===== src/rtl/wdt_pkg.sv =====
package wdt_pkg;
    localparam int KEY_W = 16;

    // register byte offsets
    localparam logic [7:0] OFS_CTRL  = 8'h10;
    localparam logic [7:0] OFS_STAT  = 8'h14;
    localparam logic [7:0] OFS_COUNT = 8'h28;
    localparam logic [7:0] OFS_POST  = 8'h34;
    localparam logic [7:0] OFS_KEY   = 8'h48;

    localparam int POST_BIT = 4;
    localparam int SRST_BIT = 1;

    localparam logic [KEY_W-1:0] KEY_STOP1 = 16'hAAAA;
    localparam logic [KEY_W-1:0] KEY_STOP2 = 16'h5555;
    localparam logic [KEY_W-1:0] KEY_RUN1  = 16'hBBBB;
    localparam logic [KEY_W-1:0] KEY_RUN2  = 16'h4444;

    typedef enum logic [1:0] {
        KS_LIVE      = 2'd0,
        KS_LIVE_KEY1 = 2'd1,
        KS_HALT      = 2'd2,
        KS_HALT_KEY1 = 2'd3
    } key_state_e;

    typedef enum logic {
        SR_IDLE = 1'b0,
        SR_BUSY = 1'b1
    } srst_state_e;
endpackage


===== src/rtl/wdt_counter.sv =====
module wdt_counter #(
    parameter int               CNT_W  = 16,
    parameter logic [CNT_W-1:0] RELOAD = '0,
    parameter int               DIV    = 4
) (
    input  logic             clk,
    input  logic             rst_n,
    input  logic             hold,
    input  logic             run,
    output logic             tick,
    output logic [CNT_W-1:0] cnt_q,
    output logic             req_q
);
    localparam logic [CNT_W-1:0] CNT_MAX = '1;

    generate
        if (DIV > 1) begin : g_div
            localparam int DIV_W = $clog2(DIV);
            logic [DIV_W-1:0] div_q;
            always_ff @(posedge clk or negedge rst_n) begin
                if (!rst_n)                          div_q <= '0;
                else if (hold)                       div_q <= '0;
                else if (div_q == DIV_W'(DIV - 1))   div_q <= '0;
                else                                 div_q <= div_q + 1'b1;
            end
            assign tick = !hold && (div_q == DIV_W'(DIV - 1));
        end else begin : g_nodiv
            assign tick = !hold;
        end
    endgenerate

    always_ff @(posedge clk or negedge rst_n) begin
        if (!rst_n) begin
            cnt_q <= RELOAD;
            req_q <= 1'b0;
        end else if (hold) begin
            cnt_q <= RELOAD;
            req_q <= 1'b0;
        end else begin
            req_q <= 1'b0;
            if (tick && run) begin
                if (cnt_q == CNT_MAX) begin
                    cnt_q <= RELOAD;
                    req_q <= 1'b1;
                end else begin
                    cnt_q <= cnt_q + 1'b1;
                end
            end
        end
    end

    p_hold_stopped_r8: assert property (@(posedge clk) disable iff (!rst_n)
        (!run && !hold) |=> $stable(cnt_q));
    p_no_req_stopped_r8: assert property (@(posedge clk) disable iff (!rst_n)
        req_q |-> $past(run));
    p_req_reload_r2: assert property (@(posedge clk) disable iff (!rst_n)
        req_q |-> (cnt_q == RELOAD));
    p_req_single_r2: assert property (@(posedge clk) disable iff (!rst_n)
        req_q |=> !req_q);
endmodule


===== src/rtl/wdt_key_fsm.sv =====
module wdt_key_fsm
    import wdt_pkg::*;
#(
    parameter int DATA_W     = 32,
    parameter int SYNC_TICKS = 4
) (
    input  logic              clk,
    input  logic              rst_n,
    input  logic              clear,
    input  logic              tick,
    input  logic              wr_en,
    input  logic [DATA_W-1:0] wr_key,
    output logic              run,
    output logic              pend,
    output logic [DATA_W-1:0] key_q
);
    localparam int PC_W = $clog2(SYNC_TICKS + 1);

    key_state_e       state_q, state_d;
    logic [PC_W-1:0]  pcnt_q;
    logic             accept, apply;

    assign accept = wr_en && !pend && !clear;
    assign apply  = pend && tick && (pcnt_q == PC_W'(1));

    // posting tracker: key reaches the state machine after SYNC_TICKS ticks
    always_ff @(posedge clk or negedge rst_n) begin
        if (!rst_n) begin
            pend   <= 1'b0;
            pcnt_q <= '0;
            key_q  <= '0;
        end else if (clear) begin
            pend   <= 1'b0;
            pcnt_q <= '0;
        end else if (accept) begin
            pend   <= 1'b1;
            pcnt_q <= PC_W'(SYNC_TICKS);
            key_q  <= wr_key;
        end else if (pend && tick) begin
            pcnt_q <= pcnt_q - 1'b1;
            if (pcnt_q == PC_W'(1)) pend <= 1'b0;
        end
    end

    always_ff @(posedge clk or negedge rst_n) begin
        if (!rst_n)     state_q <= KS_LIVE;
        else if (clear) state_q <= KS_LIVE;
        else            state_q <= state_d;
    end

    always_comb begin
        state_d = state_q;
        if (apply) begin
            unique case (state_q)
                KS_LIVE:
                    state_d = (key_q == DATA_W'(KEY_STOP1)) ? KS_LIVE_KEY1 : KS_LIVE;
                KS_LIVE_KEY1:
                    if (key_q == DATA_W'(KEY_STOP2))      state_d = KS_HALT;
                    else if (key_q == DATA_W'(KEY_STOP1)) state_d = KS_LIVE_KEY1;
                    else                                  state_d = KS_LIVE;
                KS_HALT:
                    state_d = (key_q == DATA_W'(KEY_RUN1)) ? KS_HALT_KEY1 : KS_HALT;
                KS_HALT_KEY1:
                    if (key_q == DATA_W'(KEY_RUN2))       state_d = KS_LIVE;
                    else if (key_q == DATA_W'(KEY_RUN1))  state_d = KS_HALT_KEY1;
                    else                                  state_d = KS_HALT;
            endcase
        end
    end

    always_comb begin
        run = (state_q == KS_LIVE) || (state_q == KS_LIVE_KEY1);
    end

    p_pend_after_write_r4: assert property (@(posedge clk) disable iff (!rst_n)
        (wr_en && !pend && !clear) |=> pend);
    p_state_only_on_apply_r5: assert property (@(posedge clk) disable iff (!rst_n)
        !$stable(state_q) |-> ($past(pend) || $past(clear)));
endmodule


===== src/rtl/wdt_soft_rst.sv =====
module wdt_soft_rst
    import wdt_pkg::*;
#(
    parameter int RST_CYC = 6
) (
    input  logic clk,
    input  logic rst_n,
    input  logic req,
    output logic busy,
    output logic done_q
);
    localparam int SC_W = (RST_CYC > 1) ? $clog2(RST_CYC) : 1;

    srst_state_e      state_q, state_d;
    logic [SC_W-1:0]  scnt_q;

    always_ff @(posedge clk or negedge rst_n) begin
        if (!rst_n) state_q <= SR_IDLE;
        else        state_q <= state_d;
    end

    always_comb begin
        state_d = state_q;
        unique case (state_q)
            SR_IDLE: if (req)              state_d = SR_BUSY;
            SR_BUSY: if (scnt_q == '0)     state_d = SR_IDLE;
        endcase
    end

    always_ff @(posedge clk or negedge rst_n) begin
        if (!rst_n) begin
            scnt_q <= '0;
            done_q <= 1'b1;
        end else if (state_q == SR_IDLE && req) begin
            scnt_q <= SC_W'(RST_CYC - 1);
            done_q <= 1'b0;
        end else if (state_q == SR_BUSY) begin
            if (scnt_q == '0) done_q <= 1'b1;
            else              scnt_q <= scnt_q - 1'b1;
        end
    end

    assign busy = (state_q == SR_BUSY);

    p_busy_not_done_r9: assert property (@(posedge clk) disable iff (!rst_n)
        busy |-> !done_q);
    p_done_on_exit_r9: assert property (@(posedge clk) disable iff (!rst_n)
        $fell(busy) |-> done_q);
endmodule


===== src/rtl/wdt_keyed_top.sv =====
module wdt_keyed_top
    import wdt_pkg::*;
#(
    parameter int               ADDR_W     = 8,
    parameter int               DATA_W     = 32,
    parameter int               CNT_W      = 16,
    parameter logic [CNT_W-1:0] RELOAD     = 16'hFFC0,
    parameter int               DIV        = 4,
    parameter int               SYNC_TICKS = 4,
    parameter int               RST_CYC    = 6
) (
    input  logic              clk,
    input  logic              rst_n,
    input  logic [ADDR_W-1:0] bus_addr,
    input  logic [DATA_W-1:0] bus_wdata,
    input  logic              bus_we,
    output logic [DATA_W-1:0] bus_rdata,
    output logic              reset_req
);
    logic              sr_busy, sr_done, sr_req;
    logic              key_wr, run, pend, tick;
    logic [DATA_W-1:0] key_q;
    logic [CNT_W-1:0]  cnt;

    assign sr_req = bus_we && !sr_busy && (bus_addr == ADDR_W'(OFS_CTRL))
                    && bus_wdata[SRST_BIT];
    assign key_wr = bus_we && !sr_busy && (bus_addr == ADDR_W'(OFS_KEY));

    wdt_soft_rst #(.RST_CYC(RST_CYC)) u_srst (
        .clk(clk), .rst_n(rst_n), .req(sr_req), .busy(sr_busy), .done_q(sr_done)
    );

    wdt_key_fsm #(.DATA_W(DATA_W), .SYNC_TICKS(SYNC_TICKS)) u_keys (
        .clk(clk), .rst_n(rst_n), .clear(sr_busy), .tick(tick),
        .wr_en(key_wr), .wr_key(bus_wdata), .run(run), .pend(pend), .key_q(key_q)
    );

    wdt_counter #(.CNT_W(CNT_W), .RELOAD(RELOAD), .DIV(DIV)) u_cnt (
        .clk(clk), .rst_n(rst_n), .hold(sr_busy), .run(run),
        .tick(tick), .cnt_q(cnt), .req_q(reset_req)
    );

    always_comb begin
        bus_rdata = '0;
        case (bus_addr)
            ADDR_W'(OFS_STAT):  bus_rdata[1:0]        = {run, sr_done};
            ADDR_W'(OFS_COUNT): bus_rdata[CNT_W-1:0]  = cnt;
            ADDR_W'(OFS_POST):  bus_rdata[POST_BIT]   = pend;
            ADDR_W'(OFS_KEY):   bus_rdata             = key_q;
            default:            bus_rdata             = '0;
        endcase
    end
endmodule


===== config.mk =====
export PLATFORM = sky130hd
export DESIGN_NAME = wdt_keyed_top
export DESIGN_NICKNAME = d
export VERILOG_FILES = /design/src/rtl/wdt_pkg.sv /design/src/rtl/wdt_counter.sv /design/src/rtl/wdt_key_fsm.sv /design/src/rtl/wdt_soft_rst.sv /design/src/rtl/wdt_keyed_top.sv
export SDC_FILE = /design/constraint.sdc
export NUM_CORES = 1
export LEC_CHECK = 0
export ABC_AREA = 1
export BUFFER_PORTS_ARGS = -buffer_cell sky130_fd_sc_hd__buf_2
export CELL_PAD_IN_SITES_DETAIL_PLACEMENT = 1
export CELL_PAD_IN_SITES_GLOBAL_PLACEMENT = 2
export CORE_MARGIN = 2
export CORE_UTILIZATION = 27
export DETAILED_ROUTE_END_ITERATION = 8
export PLACE_DENSITY = 0.76
export SKIP_CTS_REPAIR_TIMING = 1
export SLEW_MARGIN = 20
export SYNTH_ARGS = -nofsm -noshare
export SYNTH_HDL_FRONTEND = slang
export SYNTH_SLANG_ARGS = --single-unit

===== constraint.sdc =====
create_clock -name clk -period 1.45 [get_ports clk]
set_clock_uncertainty 0.1 [all_clocks]
set_input_delay 0.29 -clock clk [delete_from_list [all_inputs] [get_ports clk]]
set_output_delay 0.29 -clock clk [all_outputs]
set_load 0.01 [all_outputs]

# Word-level counts from Yosys, hierarchy flattened
# Index checks and enable logic that the tools add are counted.
totals:
  in_bits: 43
  out_inout_bits: 33
  wordCells: 93
  reg_bits: 62
op_classes:
  bitwise: 1
  mux: 36
  reduce_logical: 26
  eq_ne: 16
  addsub: 4
ops:
  columns: ["op", "count"]
  rows:
  - ["$eq 32x15->1 const B", 2]
  - ["$eq 32x16->1 const B", 2]
  - ["$mux 16", 4]
  - ["$pmux 11 s2", 1]
  - ["$mux 3", 6]
  - ["$add 16x1->16 const B", 1]
  - ["$eq 16x16->1 const B", 1]
  - ["$eq 8x5->1 const B", 2]
  - ["$eq 8x6->1 const B", 2]
  - ["$mux 1", 14]
  - ["$mux 2", 6]
  - ["$logic_and 1x1->1", 11]
  - ["$eq 8x7->1 const B", 1]
  - ["$pmux 2 s4", 1]
  - ["$reduce_and 2->1", 4]
  - ["$reduce_bool 2->1", 4]
  - ["$eq 2x2->1 const B", 3]
  - ["$pmux 2 s3", 1]
  - ["$reduce_bool 3->1", 2]
  - ["$sub 3x1->3 const B", 2]
  - ["$pmux 2 s2", 1]
  - ["$eq 3x1->1 const B", 1]
  - ["$logic_not 3->1", 1]
  - ["$pmux 1 s3", 1]
  - ["other kinds (8)", 9]

# Logic depth before layout (Yosys ltp)
logic_depth:
  word_depth: 7
  ltp_mapped: 9

# Hierarchy
# A second synthesis with hierarchy kept.
unflattened:
  hier_cells: 507
  area_unflattened_um2: 3686.0
modules_own_cells:
  columns: ["mod", "area_per_inst_um2", "cells_each", "seq_area_each_um2", "instances"]
  rows:
  - ["wdt_key_fsm", 1774.2, 227, 950.9, 1]
  - ["wdt_counter", 1056.0, 130, 488.0, 1]
  - ["wdt_keyed_top", 584.3, 119, 0.0, 1]
  - ["wdt_soft_rst", 271.5, 31, 126.4, 1]

# Worst setup path before layout
# No wires, ideal clock.
synth_timing:
  path_kind: "input -> output"
  start: "in bus_addr[0]"
  end: "out bus_rdata[12]"
  cell_stages: 6
  arrival_ns: 1.155
  n_path_buf: 1
  slack_ns: -0.095
  cell_sequence: "inv_1 -> nand2_1 -> nor3_2 -> nand2_1 -> buf_2 -> o21ai_0"
synth_via:
  elab_chain_len: 2
  elab_cells_between_ends: 3
  classes_between: "eq/ne: 2; mux: 1"
synth_rtl:
  columns: ["element", "line", "source"]
  rows:
  - ["start, declared", "wdt_keyed_top.sv:14", "input logic [ADDR_W-1:0] bus_addr,"]
  - ["$eq 8x7->1 / $eq 8x6->1 (equally long branches)", "wdt_keyed_top.sv:45", "case (bus_addr)"]
  - ["$pmux 11 s2 (*)", "wdt_keyed_top.sv:45", null]
  - ["end, declared", "wdt_keyed_top.sv:17", "output logic [DATA_W-1:0] bus_rdata,"]
# Every way passes the cells marked *; elsewhere a longest branch is shown, timed or not.

# Final worst setup path
layout_timing:
  start: "in bus_addr[4]"
  end: "out bus_rdata[7]"
# Same word-level chain as after synthesis.

==> results.yml <==
drt:
  dr_total_vias: 3506
  wl_met1_um: 5160
  route.met3.wl_um: 270
  drtIter0Drc: 116
  viasPerCell: 4.52
  drc: 0
  wl_met2_um: 5400
  ant_nets: 0
  highest_layer: "met4"
  wl_per_cell_um: 14.2
  firstDrtPassIters: 4
  finalWirelength_um: 11000
yosys:
  ys_seq_elements: 62
  synth_area_um2: 3490
  synthMuxAreaShare: 0.00286
  synth_top_family_by_area: "simple AND/OR/NAND/NOR gates"
  synth_cell_types: 33
  syn-instance-count: 474
  synth_xor_area_frac: 0.0150
  synthDominantCellAreaShare: 0.365
  syn-mean-instance-area_um2: 7.37
  synth_compound_area_frac: 0.0924
  synth_area_leader_cell: "dfrtp_1"
  ys_seq_area_frac: 0.448
  synth_nets: 523
  synthTopCellsByArea: "dfrtp_1, nand2_1, inv_1"
  yosysWarnings: 0
  synth-simple-area-share: 0.291
  synthAdderAreaFrac: 0.0215
sta:
  slew_viol_final: 0
  relSlewSlack: 0.756
  setup_slack_ps: -371
  worst-slew-pin-transition_ps: 366
  max_freq_mhz: 549
  finalHoldViolCount: 0
  rsz0062_at_grt: "yes"
  setup-violations-final: 47
  holdWs_ps: 91.2
  period_share: 1.26
  finalCriticalPeriod_ps: 1820
power_and_ir_drop:
  powerDensity_nw_per_um2: 975
  finalPower_mw: 4.97
  p_leak_nw: 2.62
  max-vdd-ir-drop_v: 0.000476
global_route:
  grt_pass1_wl_um: 17400
  grt_max_degree: 66
  grt.total_usage: 0.158
  antenna_found_initial: 0
  grt_pass1_vias: 3535
  overflow: 0
clocking:
  cts-htree-levels: 3
  clk_pin_slew_ps: 50
  cts.path.max_buffers: 2
  numCtsBuffers: 9
  cts.sink_count: 62
  cts_tree: "built"
  clkLatencyLatePin_ps: 330
  root_buffer: "clkbuf_16"
cells_and_area:
  syn_to_final_growth_pct: 45.8
  layout-drive-gt1-share: 0.379
  final_nets: 648
  n_fill_cell: 1593
  diodes: 0
  final_common_cell: "nand2_1"
  fin_cells: 776
  regArea_um2: 1570
  layout_common_cells: "nand2_1, inv_1, buf_2"
  multi_input_area_um2: 1770
placed_design:
  numPortBuffers: 75
  place_inst: 747
  dpl.hpwl_um: 8120
  gp_congestion: 0.877
run:
  drv_cap: 0
worst_setup_path:
  start_kind: "primary input"
  reg2reg_slack_ps: -60
  crit_required_ps: 1060
  cp_slowest_cell: "nor2_2"
  cp_max_fo: 6
  reg2reg_depth: 7
  crit_type: "primary input to output pin"
  r2r_end: "u_cnt.cnt_q[12]"
  cp_data_arrival_time_ps: 1430
  crit_top_cell: "buf_2"
  cpPeakStageDelay_ps: 180
  reg2reg_from: "u_cnt.cnt_q[1]"
  cp_cell_sequence: "buf_2 > nor2_1 > nand2_1 > nor2_2 > nand2_4 > buf_6 > o22ai_2 > buf_2"
  worstSetupEndpointType: "output pin"
worst_hold_path:
  worstHoldStart: "bus_wdata[29]"
  hold_path.class: "primary input to register"
  min_path_cells: 3
  whs_endpoint: "u_keys.key_q[29]"
die:
  fp.dieW_um: 118
  floorplan.initialDensity: 0.277
  coreArea_um2: 12600
  die_h_um: 118
  floorplan.rows: 41
  io_pins: 76
  dieArea_um2: 13900
outcome:
  violations: "setup timing"
  status: "complete, but fails checks"
layer usage:
metal	GRT usage	vias to the layer above
li1	-	1735
met1	0.207	1713
met2	0.257	44
met3	0.0359	14
met4	0.0557	0
met5	0	-
final cells by class:
type | count | share of cell area
Multi-Input combinational cell | 305 | 0.348
Sequential cell | 62 | 0.307
Timing Repair Buffer | 125 | 0.173
Inverter | 95 | 0.0751
Clock buffer | 15 | 0.0525
Tap cell | 172 | 0.0422
Timing Repair inverter | 1 | 0.00147
Clock inverter | 1 | 0.000982
registers in the layout (all words and copies together), names as in the netlist:
| name | flops |
|---|---|
| u_cnt.cnt_q | 16 |
| u_cnt.g_div.div_q | 2 |
| u_cnt.req_q | 1 |
| u_keys.key_q | 32 |
| u_keys.pcnt_q | 3 |
| u_keys.pend | 1 |
| u_keys.state_q | 2 |
| u_srst.busy | 1 |
| u_srst.done_q | 1 |
| u_srst.scnt_q | 3 |
worst max-delay path: cells and delay by family:
family,cells,cell delay (ps)
simple gates,4,520
buf+inv,3,460
compound gates,1,160
where the power goes:
| part | total, mW | internal, mW | switching (mW) |
|---|---|---|---|
| clock network | 2.00 | 1.25 | 0.747 |
| registers | 2.01 | 1.88 | 0.133 |
| logic | 0.960 | 0.451 | 0.509 |
| total | 4.97 | 3.58 | 1.39 |
cells by family after synthesis:
| group | Yosys count |
|---|---|
| and+or+nand+nor | 233 |
| buffers and inverters | 108 |
| DFF | 62 |
| AOI/OAI and AO/OA | 58 |
| xor gates and xnor gates | 6 |
| adders and majority gates | 6 |
| muxes | 1 |
metrics by stage:
step / area (um2) / worst slack, ps / util / setup TNS (ps)
4_1_cts: 4660 / -427 / 0.370 / -13310
3_5_place_dp: 4390 / -427 / 0.348 / -19160
6_report: 5100 / -371 / 0.404 / -10040
3_3_place_gp: 4390 / -381 / 0.348 / -16590
5_1_grt: 5100 / -421 / 0.404 / -14900
2_1_floorplan: 3570 / -51.6 / - / -94.0
worst max-delay path by stage:
stage                            from      endpoint  slack [ps]  depth (start not counted)
after floorplan           bus_addr[1]  bus_rdata[4]         -50                          6
after global placement    bus_addr[1]  bus_rdata[4]        -380                          8
after detailed placement  bus_addr[1]  bus_rdata[7]        -430                          8
after CTS                 bus_addr[1]  bus_rdata[7]        -430                          8
after global routing      bus_addr[4]  bus_rdata[4]        -420                          9
final                     bus_addr[4]  bus_rdata[7]        -370                          8
cell usage after synthesis (all sizes together):
library cell  number
ha                 6
o22ai              8
nand3b             1
nor2              50
nor3b              1
o21a               1
o211ai             2
mux2i              1
and2               1
nand4             12
nand2            113
clkinv             1
xnor2              3
o21ai             45
a21oi              2
buf               12
dfrtp             51
clkbuf             1
nand3             39
nor3              16
xor2               3
inv               94
dfstp             11
Power figures use the tool's default switching activity.
